<file path="src/rtl/eprom_pkg.sv">
package eprom_pkg;

  typedef enum logic [2:0] {
    MODE_STANDBY,
    MODE_DISABLE,
    MODE_READ,
    MODE_IDENT,
    MODE_PROGRAM,
    MODE_INHIBIT,
    MODE_ERASE
  } epromMode_t;

  typedef struct packed {
    logic progWr;
    logic eraseWr;
    logic outEn;
    logic identSel;
    logic identByte;
  } epromStrobe_t;

endpackage

</file>
<file path="src/rtl/eprom_ctrl.sv">
module eprom_ctrl
  import eprom_pkg::*;
#(
  parameter int ADDR_W = 11,
  parameter int ID_BIT = 9
) (
  input  logic              clk,
  input  logic              rstN,
  input  logic              ceN,
  input  logic              oeN,
  input  logic              vppOn,
  input  logic              idHv,
  input  logic [ADDR_W-1:0] addr,
  input  logic              eraseReq,
  output epromStrobe_t      strobe,
  output logic [ADDR_W-1:0] erasePtr,
  output logic              eraseBusy
);

  localparam logic [ADDR_W-1:0] ID_KEEP  = (ADDR_W'(1) << ID_BIT) | ADDR_W'(1);
  localparam logic [ADDR_W-1:0] ID_CLEAR = ~ID_KEEP;
  localparam logic [ADDR_W-1:0] LAST_PTR = '1;

  logic       ceNq;
  logic       idAddrOk;
  logic       ceFall;
  epromMode_t mode;

  assign idAddrOk = ((addr & ID_CLEAR) == '0);
  assign ceFall   = ceNq && !ceN;

  always_comb begin
    if (eraseBusy)              mode = MODE_ERASE;
    else if (vppOn && ceN)      mode = MODE_INHIBIT;
    else if (ceN)               mode = MODE_STANDBY;
    else if (vppOn)             mode = MODE_PROGRAM;
    else if (oeN)               mode = MODE_DISABLE;
    else if (idHv && idAddrOk)  mode = MODE_IDENT;
    else                        mode = MODE_READ;
  end

  always_comb begin
    strobe           = '0;
    strobe.eraseWr   = eraseBusy;
    strobe.progWr    = (mode == MODE_PROGRAM) && ceFall;
    strobe.outEn     = (mode == MODE_READ) || (mode == MODE_IDENT);
    strobe.identSel  = (mode == MODE_IDENT);
    strobe.identByte = addr[0];
  end

  always_ff @(posedge clk or negedge rstN) begin
    if (!rstN) begin
      ceNq      <= 1'b1;
      eraseBusy <= 1'b1;
      erasePtr  <= '0;
    end else begin
      ceNq <= ceN;
      if (eraseBusy) begin
        erasePtr <= erasePtr + 1'b1;
        if (erasePtr == LAST_PTR) eraseBusy <= 1'b0;
      end else if (eraseReq) begin
        eraseBusy <= 1'b1;
        erasePtr  <= '0;
      end
    end
  end

  AST_PROG_SINGLE: assert property (@(posedge clk) disable iff (!rstN)
    strobe.progWr |=> !strobe.progWr);
  AST_NO_PROG_IN_ERASE: assert property (@(posedge clk) disable iff (!rstN)
    eraseBusy |-> !strobe.progWr);

endmodule

</file>
<file path="config.mk">
export PLATFORM = sky130hd
export DESIGN_NAME = eprom_ctrl
export DESIGN_NICKNAME = d
export VERILOG_FILES = /design/src/rtl/eprom_pkg.sv /design/src/rtl/eprom_ctrl.sv
export SDC_FILE = /design/constraint.sdc
export NUM_CORES = 1
export LEC_CHECK = 0
export BUFFER_PORTS_ARGS = -buffer_cell sky130_fd_sc_hd__buf_2
export CORE_MARGIN = 10
export CORE_UTILIZATION = 46
export DETAILED_ROUTE_END_ITERATION = 10
export GPL_TIMING_DRIVEN = 0
export PLACE_DENSITY_LB_ADDON = 0.3
export SETUP_SLACK_MARGIN = 0.05
export SYNTH_ARGS = -nofsm -noshare
export SYNTH_HDL_FRONTEND = slang
export SYNTH_SLANG_ARGS = --single-unit
</file>
<file path="constraint.sdc">
create_clock -name clk -period 3.75 [get_ports clk]
set_input_delay 0.75 -clock clk [delete_from_list [all_inputs] [get_ports clk]]
set_output_delay 0.75 -clock clk [all_outputs]
set_load 0.02 [all_outputs]
</file>
==> impl_metrics.json, run 1 <==
{
  "outcome": "finished, final reports clean",
  "core-area_um2": 1350,
  "ys_seq_area_share_pct": 47.55,
  "die-area_um2": 3447,
  "start_kind": "input port",
  "antenna_cells": 0,
  "initialDrtViolationCount": 12,
  "cts.sinks": 13,
  "drt_pass1_iterations": 5,
  "syn-cell-area_um2": 689.4,
  "arrival_ns": 1.82,
  "avgSynthCellArea_um2": 10.94,
  "ys_types": 27,
  "cts_buffer_depth": 2,
  "fin_util_pct": 66.27,
  "tns_ns": 0,
  "skew_ns": 0.001649,
  "floorplan.initialDensity_pct": 51.07,
  "clkLatencyLatePin_ns": 0.28,
  "power_leakage_nw": 0.4085,
  "synth-seq-cells": 13,
  "finalCritPeriodShare_pct": 68.52,
  "fmax_ghz": 0.3892,
  "detail-route-antenna-nets": 0,
  "cts-hold-fix-buffers": 0,
  "gp_congestion": 0.7688,
  "syn2layout_area_growth_pct": 29.76,
  "portBuffers": 32,
  "cts_buffers": 3,
  "rsz0062_at_grt": "no",
  "grt_pass1_vias": 693,
  "post_cts_resize_count": 0,
  "die_w_um": 58.72,
  "drc_errors": 0,
  "critPathMaxStageDelay_ns": 0.52,
  "grt-ovfl-total": 0,
  "p_per_area_nw_per_um2": 730.3,
  "yosysTopAreaCellShare_pct": 39.93,
  "cts_tree": "yes",
  "r2r_start": "erasePtr[0]$_DFFE_PN0P_",
  "path_delay_family": "simple AND/OR/NAND/NOR gates",
  "worst_pin_slew_ns": 0.3127,
  "grt_first_pass_wirelength_um": 3084,
  "row_count": 13,
  "placed_cells": 110,
  "startpoint": "addr[8]",
  "vias": 636,
  "fillers": 107,
  "irDropWorstVdd_mv": 0.3825,
  "synth_area_leaders": "dfrtp_1, dfstp_2, mux2i_1",
  "timing.final.hold_violations": 0,
  "grt_max_degree": 14,
  "holdCritPathClass": "input port to async pin",
  "critPathSlowestCell": "or4b_1",
  "yosysWarnings": 0,
  "clock_tree.root_cell": "clkbuf_4",
  "drive_gt1_share_pct": 46.46,
  "stdcell_count": 114,
  "wl_per_cell_um": 16.29,
  "nets": 119,
  "die_h_um": 58.72,
  "crit_buf_inv": 2,
  "critPathMaxFanout": 1,
  "worstReg2RegEnd": "erasePtr[10]$_DFFE_PN0P_",
  "setup.worst_path.end_class": "output pin",
  "rrSetupSlack_ns": 2.28,
  "crit_path_frequent_cell": "buf_2",
  "critPathRequiredTime_ns": 3.00,
  "io_pins": 35,
  "cts_setup_buffers": 0,
  "p_total_w": 0.0006533,
  "grt_usage_pct": 11.33,
  "period_needed_ns": 2.569,
  "clkTransAtPathRegs_ns": 0.08,
  "r2r_cells": 4,
  "max-slew-margin-rel_pct": 78.96,
  "crit_chain": "buf_2 > or4b_1 > nor4_2 > buf_2",
  "maxCapViolations": 0,
  "dp.final_hpwl_um": 1453,
  "grt_antenna_before_repair": 0,
  "setup_viol": 0,
  "synth_nets": 82,
  "crit_type": "input port to output pin",
  "final_max_slew_viol_count": 0,
  "wirelength_um": 1857,
  "h-tree-depth": 1,
  "routed_via_density": 5.579,
  "synth_largest_area_cell": "dfrtp_1",
  "synth_cells": 63
}
[power by group]
part,switching [W],total [W],internal [W]
combinational,0.000181,0.000286,0.000105
clock,0.0000491,0.0000905,0.0000414
sequential,0.0000802,0.000277,0.000197
[cell usage in the layout (no fill, tap or decap), types with 3 or more instances in the layout]
master,Yosys,routed
dfrtp_1,11,11
clkbuf_4,0,3
inv_1,3,3
mux2i_1,3,3
o41ai_1,3,3
nand2_1,6,6
nand3_1,3,3
a21oi_1,5,5
o311ai_1,3,3
buf_2,1,33
[registers in the layout, summed over array words and instances (netlist names)]
register,count
eraseBusy,1
ceNq,1
erasePtr,11
[synthesized netlist by cell type, drive strengths merged]
library cell / n
ha: 1
dfrtp: 11
nand2: 6
mux2i: 3
o31ai: 2
o41ai: 3
buf: 3
dfstp: 2
o211ai: 2
nor3: 1
nor4: 4
o311ai: 3
nand4: 2
or4b: 1
nand2b: 3
o21ai: 2
nor2: 1
inv: 3
a21oi: 5
nand3: 5
[worst max-delay path by stage]
| stage | endpoint | slack (ns) | cells after the start |
|---|---|---|---|
| after floorplan | strobe[1] | 0.91 | 3 |
| after global placement | strobe[1] | 1.23 | 4 |
| after detailed placement | strobe[1] | 1.17 | 4 |
| after CTS | strobe[1] | 1.16 | 4 |
| after global routing | strobe[1] | 1.09 | 4 |
| final | strobe[1] | 1.18 | 4 |
[cells by family after synthesis]
| logic type | synth area share (%) |
|---|---|
| AND/OR/NAND/NOR | 24.68 |
| adder cells (fa/ha/maj) | 1.815 |
| AO/OA/AOI/OAI | 17.06 |
| buffers and inverters | 4.536 |
| flip-flops | 47.55 |
| multiplexers | 4.356 |
[layer usage]
layer / share of wire (%) / global-route usage, %
met1: 40 / 11.22
met2: 49 / 19.88
met3: 8.9 / 5.150
met4: 1.7 / 4.918
met5: 0 / 0
[final cells by class]
class                   instances  area [um^2]  share of cell area, %
flip-flops and latches         13        327.8                  36.64
clock buffers                   4        26.28                  2.937
inverters                       3        11.26                  1.259
well taps                      15        18.77                  2.098
plain buffers                   3        20.02                  2.238
multi-input cells              44        330.3                  36.92
repair buffers                 32        160.2                  17.90
[stage by stage]
step	setup WS, ns	area, um^2	hold WS [ns]
6_report	1.181	894.6	0.3382
3_3_place_gp	1.230	868.3	0.4416
3_5_place_dp	1.167	868.3	0.4506
5_1_grt	1.090	894.6	0.3438
4_1_cts	1.161	894.6	0.3488
2_1_floorplan	0.9111	689.4	0.4544
No activity file was read; power rests on OpenSTA's default activity.
==> run 2: changes to the inputs <==
Settings changed: ABC_AREA from default to 1, CORE_UTILIZATION 46 to 40.
Clock period 3.75 ns to 2.15 ns, I/O delays scaled along.
==> run 2 against run 1 <==
- utilization down 11 points
- critical path type is now flop to output pin
- global-route usage shrank 2.1 points
- non-clock buffer count unchanged
- hold slack got worse by 0.31 ns
- wire length increased by 1.6%
- power rose by 42%
- clock power grew 65%
- synthesized cell count rose by 59%
- clock skew is 0.0012 ns higher
- die area up 16%
- sequential share of layout area is 2.6 points lower
==> impl_metrics.json, run 2 <==
{
  "cts_buffers": 3,
  "io_pins": 35,
  "cts-hold-fix-buffers": 0,
  "yosys-top-cells-count": "inv_1, nand2_1, nor2_1",
  "floorplan.initialDensity_pct": 42.65,
  "grt_usage_pct": 9.179,
  "antenna_cells": 0,
  "fillers": 179,
  "ys.flop_type": "dfrtp_1",
  "postSynth.asyncResetShare_pct": 100.0,
  "r2r_cells": 8,
  "die-area_um2": 3987,
  "ys_seq_area_share_pct": 44.03,
  "final.setup.worst_slack_ns": 0.3190,
  "cts_buffer_depth": 2,
  "syn-cell-area_um2": 744.5,
  "cts_tree": "yes",
  "rsz0062_at_grt": "no",
  "synth-seq-cells": 13,
  "initialDrtViolationCount": 9,
  "grt_pass1_vias": 713,
  "r2r_start": "erasePtr[0]$_DFFE_PN0P_",
  "worst_pin_slew_ns": 0.2973,
  "tns_ns": 0,
  "use_met3_pct": 3.710,
  "drive_gt1_share_pct": 36.03,
  "start_kind": "flop",
  "final_max_slew_viol_count": 0,
  "setup_viol": 0,
  "dp.final_hpwl_um": 1590,
  "cts_setup_buffers": 0,
  "syn2layout_area_growth_pct": 29.24,
  "wl_per_cell_um": 11.71,
  "skew_ns": 0.002809,
  "regMostFlops": "erasePtr",
  "fin_area_um2": 962.2,
  "detail-route-antenna-nets": 0,
  "top_usage_layer": "met2",
  "holdCritPathClass": "input port to async pin",
  "worstReg2RegEnd": "erasePtr[10]$_DFFE_PN0P_",
  "stdcell_count": 161,
  "synth_cells": 100,
  "place_area_um2": 935.9,
  "period_needed_ns": 1.831,
  "critPathMaxFanout": 10,
  "vias": 753,
  "p_per_area_nw_per_um2": 967.3,
  "met1_usage_pct": 9.155,
  "finalCritPeriodShare_pct": 85.16,
  "crit_type": "flop to output pin",
  "timing.final.hold_violations": 0,
  "die_h_um": 63.14,
  "final_common_cell": "buf_2",
  "max-slew-margin-rel_pct": 80.18,
  "grt_max_degree": 14,
  "dp_slack_ns": 0.5702,
  "ys_types": 25,
  "setup.worst_path.end_class": "output pin",
  "avgSynthCellArea_um2": 7.445,
  "outcome": "finished, final reports clean",
  "nets": 156,
  "row_count": 15,
  "synth_edf_count": 0,
  "gp_congestion": 0.7571,
  "placed_cells": 157,
  "clkTransAtPathRegs_ns": 0.08,
  "cts.sinks": 13,
  "drt_pass1_iterations": 2,
  "synth_largest_area_cell": "dfrtp_1",
  "arrival_ns": 1.40,
  "h-tree-depth": 1,
  "yosysTopAreaCellShare_pct": 36.97,
  "use_met2_pct": 15.86,
  "core-area_um2": 1745,
  "grt_antenna_before_repair": 0,
  "mostFrequentLayoutCells": "buf_2, inv_1, nand2_1",
  "wirelength_um": 1886,
  "synth_nets": 119,
  "critPathRequiredTime_ns": 1.72,
  "rrSetupSlack_ns": 0.80,
  "drc_errors": 0,
  "grt-ovfl-total": 0,
  "yosysWarnings": 0,
  "largestRegisters": "erasePtr: 11 flops, ceNq: 1 flops, eraseBusy: 1 flops",
  "routed_via_density": 4.677,
  "fmax_ghz": 0.5461,
  "p_total_w": 0.0009307,
  "clkLatencyLatePin_ns": 0.27,
  "portBuffers": 32,
  "post_cts_resize_count": 0,
  "maxCapViolations": 0,
  "clock_tree.root_cell": "clkbuf_4",
  "synth_area_leaders": "dfrtp_1, inv_1, nand2_1",
  "grt_first_pass_wirelength_um": 2953,
  "largest_reg_flops": 11,
  "power_leakage_nw": 0.5215,
  "die_w_um": 63.14,
  "irDropWorstVdd_mv": 0.5354
}
==> run 2: metal layers <==
layer  wire, um  share of wire [%]
met1        820                 43
met2        908                 48
met3        129                6.8
met4         27                1.4
met5          0                  0
==> run 2: how the worst max path moves through the flow <==
| stage | startpoint | end | slack, ns | depth (start not counted) |
|---|---|---|---|---|
| after global routing | eraseBusy$_DFF_PN1_ | strobe[1] | 0.24 | 5 |
| after detailed placement | addr[4] | strobe[1] | 0.57 | 7 |
| final | eraseBusy$_DFF_PN1_ | strobe[1] | 0.32 | 5 |
| after global placement | addr[4] | strobe[1] | 0.61 | 7 |
| after CTS | eraseBusy$_DFF_PN1_ | strobe[1] | 0.30 | 5 |
| after floorplan | eraseBusy$_DFF_PN1_ | strobe[2] | 0.41 | 2 |
==> run 2: per-stage QoR <==
stage / hold WS, ns / util (%)
after floorplan: 0.1344 / -
after global placement: 0.3320 / 53.62
after detailed placement: 0.3373 / 53.62
after CTS: 0.02995 / 55.13
after global routing: 0.03389 / 55.13
final: 0.03072 / 55.13
==> run 2: worst max-delay path: stages (launching register included) <==
cell and delay, ns:
dfstp_2 0.58, buf_2 0.22, nor2_1 0.07, nand4_1 0.08
inv_1 0.04, buf_2 0.15
==> run 2: area by class of cell <==
| class | instances | area, um^2 | share of cell area (%) |
|---|---|---|---|
| timing repair buffer | 32 | 160.2 | 16.65 |
| sequential | 13 | 327.8 | 34.07 |
| tap | 25 | 31.28 | 3.251 |
| inverter | 20 | 75.07 | 7.802 |
| buffer | 3 | 20.02 | 2.081 |
| clock buffer | 4 | 26.28 | 2.731 |
| multi-input combinational | 64 | 321.6 | 33.42 |
==> run 2: cell families after synthesis <==
family / count (synthesis) / share of synthesized area (%)
AO/OA/AOI/OAI: 13 / 10.09
AND/OR/NAND/NOR: 50 / 31.43
buffers and inverters: 23 / 12.77
adder cells (fa/ha/maj): 1 / 1.680
flip-flops: 13 / 44.03
==> run 2: power breakdown <==
part	internal (W)	switching, W
Sequential	0.000316	0.0000795
Clock	0.0000718	0.0000776
Combinational	0.000142	0.000243
Total	0.000530	0.000400
